==> src/rtl/dpll_pkg.sv <==
package dpll_pkg;

    localparam int MAX_RATIO = 32;
    localparam int BASE_RATIO = 8;
    localparam int CNT_W = $clog2(MAX_RATIO);
    localparam int LANES = 2;

    typedef logic [CNT_W-1:0] cnt_t;
    typedef logic [CNT_W:0]   ratio_t;

    typedef enum logic [1:0] {
        MODE_EXTR_BRG = 2'd0,
        MODE_EXTR_EXT = 2'd1,
        MODE_FILT     = 2'd2,
        MODE_FILT_ALT = 2'd3
    } mode_e;

    typedef struct packed {
        logic clk_stb;
        logic smp_stb;
    } strobe_t;

    function automatic ratio_t ratio_of(input logic [1:0] code);
        case (code)
            2'b00:   return ratio_t'(BASE_RATIO);
            2'b01:   return ratio_t'(BASE_RATIO * 2);
            2'b10:   return ratio_t'(BASE_RATIO * 4);
            default: return ratio_t'(BASE_RATIO * 2);
        endcase
    endfunction

    function automatic logic maj3(input logic a, input logic b, input logic c);
        return (a & b) | (a & c) | (b & c);
    endfunction

    function automatic logic is_filter_mode(input mode_e m);
        return m[1];
    endfunction

endpackage

==> src/rtl/dpll_tick_sel.sv <==
module dpll_tick_sel
    import dpll_pkg::*;
(
    input  logic  clk,
    input  logic  rst,
    input  logic  brg_tick,
    input  logic  ext_clk_raw,
    input  mode_e mode,
    output logic  tick
);
    logic ext_prev;

    always_ff @(posedge clk) begin
        if (rst) ext_prev <= 1'b0;
        else     ext_prev <= ext_clk_raw;
    end

    always_comb begin
        if (mode == MODE_EXTR_EXT) tick = ext_clk_raw & ~ext_prev;
        else                       tick = brg_tick;
    end
endmodule

==> src/rtl/dpll_maj_filter.sv <==
module dpll_maj_filter #(
    parameter logic IDLE = 1'b1
) (
    input  logic clk,
    input  logic rst,
    input  logic tick,
    input  logic din,
    output logic dout,
    output logic nxt
);
    logic [1:0] hist;

    always_comb nxt = dpll_pkg::maj3(hist[1], hist[0], din);

    always_ff @(posedge clk) begin
        if (rst) begin
            hist <= {2{IDLE}};
            dout <= IDLE;
        end else if (tick) begin
            hist <= {hist[0], din};
            dout <= nxt;
        end
    end
endmodule

==> src/rtl/dpll_extractor.sv <==
module dpll_extractor
    import dpll_pkg::*;
(
    input  logic    clk,
    input  logic    rst,
    input  logic    tick,
    input  logic    filt_mode,
    input  ratio_t  ratio,
    input  logic    d_filt,
    input  logic    ext_rise,
    output logic    d_dly,
    output cnt_t    cnt_q,
    output logic    locked_q,
    output strobe_t stb_q
);
    cnt_t lim_m1;
    cnt_t half;
    cnt_t cnt_adv1;
    cnt_t cnt_adv2;
    cnt_t cnt_nxt;
    logic edge_seen;
    logic wrap;
    logic reach_half;

    always_comb begin
        lim_m1    = cnt_t'(ratio - ratio_t'(1));
        half      = cnt_t'(ratio >> 1);
        edge_seen = d_filt ^ d_dly;

        if (cnt_q >= lim_m1) cnt_adv1 = '0;
        else                 cnt_adv1 = cnt_q + cnt_t'(1);

        if (cnt_q >= lim_m1)                     cnt_adv2 = cnt_t'(1);
        else if (cnt_q == lim_m1 - cnt_t'(1))    cnt_adv2 = '0;
        else                                     cnt_adv2 = cnt_q + cnt_t'(2);

        if (!edge_seen || cnt_q == '0) cnt_nxt = cnt_adv1;
        else if (cnt_q < half)         cnt_nxt = cnt_q;
        else                           cnt_nxt = cnt_adv2;

        wrap       = cnt_nxt < cnt_q;
        reach_half = (cnt_nxt == half) && (cnt_q != half);
    end

    always_ff @(posedge clk) begin
        if (rst) begin
            d_dly    <= 1'b1;
            cnt_q    <= '0;
            locked_q <= 1'b0;
            stb_q    <= '0;
        end else begin
            stb_q <= '0;
            if (tick) begin
                d_dly <= d_filt;
                if (filt_mode) begin
                    locked_q      <= 1'b0;
                    cnt_q         <= '0;
                    stb_q.clk_stb <= ext_rise;
                end else if (!locked_q) begin
                    if (edge_seen) begin
                        locked_q <= 1'b1;
                        cnt_q    <= cnt_t'(1);
                    end
                end else begin
                    cnt_q         <= cnt_nxt;
                    stb_q.clk_stb <= wrap;
                    stb_q.smp_stb <= reach_half;
                end
            end
        end
    end
endmodule

==> src/rtl/dpll_rx_recover.sv <==
module dpll_rx_recover
    import dpll_pkg::*;
(
    input  logic       clk,
    input  logic       rst,
    input  logic       brg_tick,
    input  logic       rx_raw,
    input  logic       ext_clk_raw,
    input  logic [1:0] rate_sel,
    input  logic [1:0] mode_sel,
    output logic       rx_data,
    output logic       rx_clk_stb,
    output logic       rx_sample_stb,
    output logic       ext_clk_oe,
    output logic       ext_clk_out
);
    localparam logic [LANES-1:0] LANE_IDLE = 2'b01;

    mode_e            mode;
    logic             tick;
    logic [LANES-1:0] lane_in;
    logic [LANES-1:0] lane_out;
    logic [LANES-1:0] lane_nxt;
    logic             ext_rise;
    ratio_t           ratio;
    cnt_t             half;
    cnt_t             cnt_q;
    logic             locked_q;
    logic             d_dly;
    strobe_t          stb_q;

    always_comb begin
        mode     = mode_e'(mode_sel);
        ratio    = ratio_of(rate_sel);
        half     = cnt_t'(ratio >> 1);
        lane_in  = {ext_clk_raw, rx_raw};
        ext_rise = tick & lane_nxt[1] & ~lane_out[1];
    end

    dpll_tick_sel u_tick (
        .clk         (clk),
        .rst         (rst),
        .brg_tick    (brg_tick),
        .ext_clk_raw (ext_clk_raw),
        .mode        (mode),
        .tick        (tick)
    );

    for (genvar g = 0; g < LANES; g++) begin : g_lane
        dpll_maj_filter #(.IDLE(LANE_IDLE[g])) u_filt (
            .clk  (clk),
            .rst  (rst),
            .tick (tick),
            .din  (lane_in[g]),
            .dout (lane_out[g]),
            .nxt  (lane_nxt[g])
        );
    end

    dpll_extractor u_extr (
        .clk       (clk),
        .rst       (rst),
        .tick      (tick),
        .filt_mode (is_filter_mode(mode)),
        .ratio     (ratio),
        .d_filt    (lane_out[0]),
        .ext_rise  (ext_rise),
        .d_dly     (d_dly),
        .cnt_q     (cnt_q),
        .locked_q  (locked_q),
        .stb_q     (stb_q)
    );

    always_comb begin
        rx_data       = d_dly;
        rx_clk_stb    = stb_q.clk_stb;
        rx_sample_stb = stb_q.smp_stb;
        ext_clk_oe    = (mode == MODE_EXTR_BRG);
        ext_clk_out   = ext_clk_oe && locked_q && (cnt_q >= half);
    end
endmodule

==> config.mk <==
export PLATFORM = sky130hd
export DESIGN_NAME = dpll_rx_recover
export DESIGN_NICKNAME = d
export VERILOG_FILES = /design/src/rtl/dpll_pkg.sv /design/src/rtl/dpll_tick_sel.sv /design/src/rtl/dpll_maj_filter.sv /design/src/rtl/dpll_extractor.sv /design/src/rtl/dpll_rx_recover.sv
export SDC_FILE = /design/constraint.sdc
export NUM_CORES = 1
export LEC_CHECK = 0
export BUFFER_PORTS_ARGS = -buffer_cell sky130_fd_sc_hd__buf_2
export CELL_PAD_IN_SITES_DETAIL_PLACEMENT = 0
export CELL_PAD_IN_SITES_GLOBAL_PLACEMENT = 1
export CORE_MARGIN = 4
export CORE_UTILIZATION = 25
export CTS_BUF_LIST = sky130_fd_sc_hd__clkbuf_2
export DETAILED_ROUTE_END_ITERATION = 10
export PLACE_DENSITY_LB_ADDON = 0.05
export SKIP_CTS_REPAIR_TIMING = 1
export SYNTH_ARGS = -nofsm -noshare
export SYNTH_HDL_FRONTEND = slang
export SYNTH_SLANG_ARGS = --single-unit
==> constraint.sdc <==
create_clock -name clk -period 4.6 [get_ports clk]
set_input_delay 0.46 -clock clk [delete_from_list [all_inputs] [get_ports clk]]
set_output_delay 0.46 -clock clk [all_outputs]
set_load 0.05 [all_outputs]
== After elaboration in Yosys (flattened, before gate mapping) ==
Index checks and enable logic that the tools add are counted.
Storage, ports and cells
  input bits: 9
  output and inout bits: 5
  flip-flop bits (word level): 16
  word-level logic and storage cells: 68
Cells by class
  equal/unequal tests: 5
  add/sub/neg operators: 4
  reduce and logical (&&, ||, !) cells: 12
  magnitude comparators: 4
  bitwise gates (word level): 18
  multiplexer cells: 15
Operators with widths (count)
  $mux W5: 8
  $pmux W6 S2: 1
  $eq A5 B5 Y1: 2
  $ge A5 B5 Y1: 2
  $lt A5 B5 Y1: 2
  $sub A5 B1 Y5 const B: 2
  $and A1 B1 Y1: 9
  $add A5 B1 Y5 const B: 1
  $add A5 B2 Y5 const B: 1
  $logic_not A5 Y1: 1
  $mux W1: 5
  $ne A5 B5 Y1: 1
  $logic_not A2 Y1: 2
  $not A1 Y1: 4
  $or A1 B1 Y1: 4
  $reduce_or A4 Y1: 1
  $logic_and A1 B1 Y1: 3
  $reduce_bool A3 Y1: 1
  $eq A2 B1 Y1 const B: 1
  $eq A2 B2 Y1 const B: 1
  $mux W2: 1
  $reduce_and A2 Y1: 1
  $reduce_or A2 Y1: 1
  $logic_not A1 Y1: 1
  other kinds (2): 2

== Depth between registers and ports, before layout ==
  depth in word-level cells: 13
  mapped depth: 13
  gate-level depth less buffers: 13

== By module ==
From an unflattened synthesis, not the netlist that was laid out.
Second synthesis, totals
  cell total of the unflattened synthesis: 234
  area, all modules: 1839.3 um^2
Modules (own cells, without submodules)
  dpll_extractor: cells each 190, sequential area each 180.2 um^2, area an instance 1442.6 um^2, times used 1
  dpll_maj_filter at g_lane[0].u_filt: cells each 10, sequential area each 60.1 um^2, area an instance 120.1 um^2, times used 1
  dpll_maj_filter at g_lane[1].u_filt: cells each 12, sequential area each 60.1 um^2, area an instance 112.6 um^2, times used 1
  dpll_rx_recover: cells each 17, sequential area each 0.0 um^2, area an instance 110.1 um^2, times used 1
  dpll_tick_sel: cells each 5, sequential area each 20.0 um^2, area an instance 53.8 um^2, times used 1

== Worst setup path before layout ==
No wires, ideal clock.
  path type: in2reg
  start: input port rate_sel[0]
  end: register, netlist name u_extr.stb_q[0]
  library setup time: 103 ps
  path slack: 1892 ps
  path buffers: 0
  stages on the path: 10
  data arrival time: 2605 ps
  data required time: 4497 ps
  cell sequence: inv_1 > nand2_1 > ha_1 > o311a_1 > a211oi_4 > a2111oi_2 > a41o_1 > or3_1 > a211o_1 > a2111oi_2
Between the ends
  longest elaborated chain between the ends: 11
  elaborated cells on any way between the ends: 16
  classes of those cells: 2 x add/sub; 2 x order compare; 4 x eq/ne; 6 x mux; 2 x reduce/logical
RTL lines
  start, declared: RTL line dpll_rx_recover.sv:9  | input logic [1:0] rate_sel,
  $eq A2 B2 Y1 or $logic_not A2 Y1 (tied branches): RTL line dpll_pkg.sv:24  | case (code)
  $pmux W6 S2 (*): RTL line dpll_pkg.sv:24
  $sub A5 B1 Y5: RTL line dpll_extractor.sv:26  | lim_m1 = cnt_t'(ratio - ratio_t'(1));
  $sub A5 B1 Y5: RTL line dpll_extractor.sv:34  | else if (cnt_q == lim_m1 - cnt_t'(1)) cnt_adv2 = '0;
  $eq A5 B5 Y1: RTL line dpll_extractor.sv:34
  $mux W5: RTL line dpll_extractor.sv:34
  $mux W5: RTL line dpll_extractor.sv:33  | if (cnt_q >= lim_m1) cnt_adv2 = cnt_t'(1);
  $mux W5: RTL line dpll_extractor.sv:38  | else if (cnt_q < half) cnt_nxt = cnt_q;
  $mux W5: RTL line dpll_extractor.sv:37  | if (!edge_seen || cnt_q == '0) cnt_nxt = cnt_adv1;
  $eq A5 B5 Y1: RTL line dpll_extractor.sv:42  | reach_half = (cnt_nxt == half) && (cnt_q != half);
  $logic_and A1 B1 Y1 (*): RTL line dpll_extractor.sv:42
Mark *: on every way between the ends. The rest lies on a longest branch, timed or not.
A chain may end at the register's enable or synchronous reset.

== Worst setup path in the final report ==
  start: register u_extr.cnt_q[2]
  end: register, netlist name u_extr.stb_q[1]
Between the ends
  longest elaborated chain between the ends: 8
  elaborated cells on any way between the ends: 15
  classes of those cells: 2 x add/sub; 3 x order compare; 1 x eq/ne; 7 x mux; 2 x reduce/logical
RTL lines
  start, declared: RTL line dpll_extractor.sv:12  | output cnt_t cnt_q,
  start signal, assigned: RTL line dpll_extractor.sv:62  | cnt_q <= cnt_t'(1);
  start signal, assigned: RTL line dpll_extractor.sv:65  | cnt_q <= cnt_nxt;
  $add A5 B2 Y5 or $eq A5 B5 Y1 (tied branches): RTL line dpll_extractor.sv:35, dpll_extractor.sv:34
  $mux W5: RTL line dpll_extractor.sv:34
  $mux W5: RTL line dpll_extractor.sv:33
  $mux W5: RTL line dpll_extractor.sv:38
  $mux W5: RTL line dpll_extractor.sv:37
  $lt A5 B5 Y1 (*): RTL line dpll_extractor.sv:41  | wrap = cnt_nxt < cnt_q;
  $mux W2 (*): RTL line dpll_extractor.sv:59  | end else if (!locked_q) begin
  $mux W1 (*): RTL line dpll_extractor.sv:55  | if (filt_mode) begin
Marked as above.

==> results.sh <==
export IMPL_hp_class="in -> reg"
export IMPL_ys_async_sr_fraction=0
export IMPL_synth_area_leader_cell="dfxtp_1"
export IMPL_post_drt_wl_per_cell_um=14.4
export IMPL_diodes=0
export IMPL_max_cap_viol_count=0
export IMPL_clock_skew_ps=2.61
export IMPL_grt_max_degree=17
export IMPL_fin_crit_sh=0.641
export IMPL_netSwitchingPower_uw=92.9
export IMPL_max_slew_margin=0.224
export IMPL_multiInputGateArea_um2=877
export IMPL_path_class="reg -> reg"
export IMPL_vdd_ir_drop_max_mv=0.116
export IMPL_clk_pin_slew_ps=150
export IMPL_synthTopCellsByArea="dfxtp_1 25%, ha_1 11%, nor2_1 4.1%, inv_1 3.5%, a211o_1 3.4%"
export IMPL_synth_ff_type="dfxtp_1"
export IMPL_seq_area_um2=320
export IMPL_synth_cell_types=48
export IMPL_outcome="completed"
export IMPL_placed_area_mm2=0.00139
export IMPL_crit_path_start_kind="register"
export IMPL_r2r_start="u_extr.cnt_q[2]"
export IMPL_fillers=569
export IMPL_avgSynthCellArea_um2=8.21
export IMPL_grt_first_pass_wirelength_um=5980
export IMPL_setup_violations=0
export IMPL_required_ps=4820
export IMPL_ys_seq_area_frac=0.252
export IMPL_antenna_found_initial=0
export IMPL_p_comb_frac=0.259
export IMPL_tightest_slew_ps=1160
export IMPL_cts_tree="done"
export IMPL_clockBufferDepth=2
export IMPL_pin_count=14
export IMPL_h_tree_depth=1
export IMPL_ys_warn_count=0
export IMPL_rows=25
export IMPL_portBuffers=13
export IMPL_dr_total_vias=1191
export IMPL_clkPwrFrac=0.210
export IMPL_numCtsBuffers=3
export IMPL_grt_pass1_vias=1241
export IMPL_setup_tns_ps=0
export IMPL_arrival_ps=3170
export IMPL_fin_area_mm2=0.00141
export IMPL_switching_share=0.328
export IMPL_synth_seq_cells=16
export IMPL_synth_cell_area_mm2=0.00127
export IMPL_cts_root_buf="clkbuf_2"
export IMPL_layout_commonest_cell="dfxtp_1"
export IMPL_rsz0062_at_grt="no"
export IMPL_cp_end_kind="register"
export IMPL_fin_crit_ps=2950
export IMPL_fp_dieW_um=79.3
export IMPL_startpoint="u_extr.cnt_q[2]"
export IMPL_hold_violations=0
export IMPL_netlist_instances=155
export IMPL_die_h_um=79.3
export IMPL_grt_usage=0.120
export IMPL_route_detailed_drc=0
export IMPL_dp_hpwl_um=2700
export IMPL_coreArea_mm2=0.00482
export IMPL_synth_edf_count=0
export IMPL_numClockSinks=16
export IMPL_final_nets=189
export IMPL_drt_iter0_markers=64
export IMPL_gp_congestion=0.798
export IMPL_drt_vias_per_instance=5.09
export IMPL_power_per_cell_area_mw_per_mm2=201
export IMPL_slew_violations=0
export IMPL_seq_power_share=0.531
export IMPL_drt_total_wl_um=3360
export IMPL_start_util=0.264
export IMPL_yosysTopAreaCellShare=0.252
export IMPL_p_int_uw=190
export IMPL_worst_path_max_fanout=10
export IMPL_insertion_delay_ps=270
export IMPL_synth_nets=175
export IMPL_hold_start="brg_tick"
export IMPL_cellLeakagePower_nw=0.580
export IMPL_grt_overflow_total=0
export IMPL_achievable_frequency_mhz=339
export IMPL_areaGrowthSynthToFinish_pct=10.5
export IMPL_mostFrequentLayoutCells="16 x dfxtp_1, 14 x nor2_1, 13 x buf_2, 12 x inv_1, 11 x ha_1"
export IMPL_drt_pass1_iter_count=4
export IMPL_dieArea_mm2=0.00630
export IMPL_drive_gt1_frac=0.132
export IMPL_ant_nets=0
[cells in the mapped netlist, types with 2 or more instances]
master,n
nand3_1,6
nor2_1,14
o31ai_1,2
nor2b_1,3
mux2i_1,3
nor3_1,5
a21oi_1,8
inv_1,12
nand2b_1,3
o21ai_1,2
clkbuf_1,2
a31oi_1,4
xnor2_1,3
buf_6,2
ha_1,11
o21ai_0,6
or3_1,2
nand2_1,10
and2_1,2
a22oi_1,4
xor2_1,2
dfxtp_1,16
and3_1,2
a2111oi_2,2
a211o_1,5
nor4_1,2
[final timing paths]
kind / slack, ps / cells past startpoint / endpoint
worst min register to register: 510 / 2 / g_lane[1].u_filt.dout
worst max register to register: 1650 / 10 / u_extr.stb_q[1]
worst min-delay path: 370 / 2 / u_extr.locked_q
worst max-delay path: 1650 / 10 / u_extr.stb_q[1]
[flip-flops by register name, indices dropped and copies added, names as in the netlist]
register	flops
u_extr.d_dly	1
g_lane.u_filt.hist	4
g_lane.u_filt.dout	2
u_extr.stb_q	2
u_tick.ext_prev	1
u_extr.cnt_q	5
u_extr.locked_q	1
[power groups by stage]
stage | Combinational [mW] | Clock, mW | Sequential, mW
6_report | 0.0732 | 0.0595 | 0.150
5_1_grt | 0.0840 | 0.0724 | 0.152
4_1_cts | 0.0744 | 0.0668 | 0.151
3_5_place_dp | 0.0741 | 0 | 0.153
3_3_place_gp | 0.0745 | 0 | 0.153
2_1_floorplan | 0.0500 | 0 | 0.155
[cells by family after synthesis]
kind of cell	Yosys count	synth area share
buf+inv	16	0.0590
flops	16	0.252
mux	3	0.0236
fa+ha+maj	13	0.125
simple gates	53	0.210
compound gates	49	0.296
xor+xnor	5	0.0344
[area by class of cell]
type / count / area share
Tap cell: 67 / 0.0596
Sequential cell: 16 / 0.228
Multi-Input combinational cell: 123 / 0.624
Timing Repair Buffer: 13 / 0.0463
Inverter: 12 / 0.0320
Clock buffer: 3 / 0.0107
[through the flow]
| step | instances | util | hold WS (ps) | power [mW] | worst slack, ps |
|---|---|---|---|---|---|
| global placement | 231 | 0.289 | 476 | 0.228 | 1500 |
| global route | 234 | 0.292 | 325 | 0.308 | 1300 |
| CTS | 234 | 0.292 | 341 | 0.292 | 1600 |
| floorplan | 155 | - | 456 | 0.205 | 1890 |
| detailed placement | 231 | 0.289 | 494 | 0.228 | 1500 |
| finish | 234 | 0.292 | 366 | 0.283 | 1650 |
[layer usage]
layer | share of wire | wire, um | track usage | vias to the layer above
met3 | 0.027 | 91 | 0.0136 | 2
met1 | 0.46 | 1540 | 0.149 | 559
met4 | 0.0045 | 15 | 0.0344 | 0
met2 | 0.51 | 1720 | 0.215 | 22
li1 | - | - | - | 608
met5 | 0 | 0 | 0 | -
[worst max-delay path: stages, from the launching register on]
cell and delay (ps):
dfxtp_1 450, ha_1 280, a22o_1 250, maj3_2 350
a2111oi_2 490, inv_1 110, o31ai_1 360, ha_1 300
o211ai_1 70, a21boi_0 100, o21ai_1 140
(Power assumes the default switching activity.)
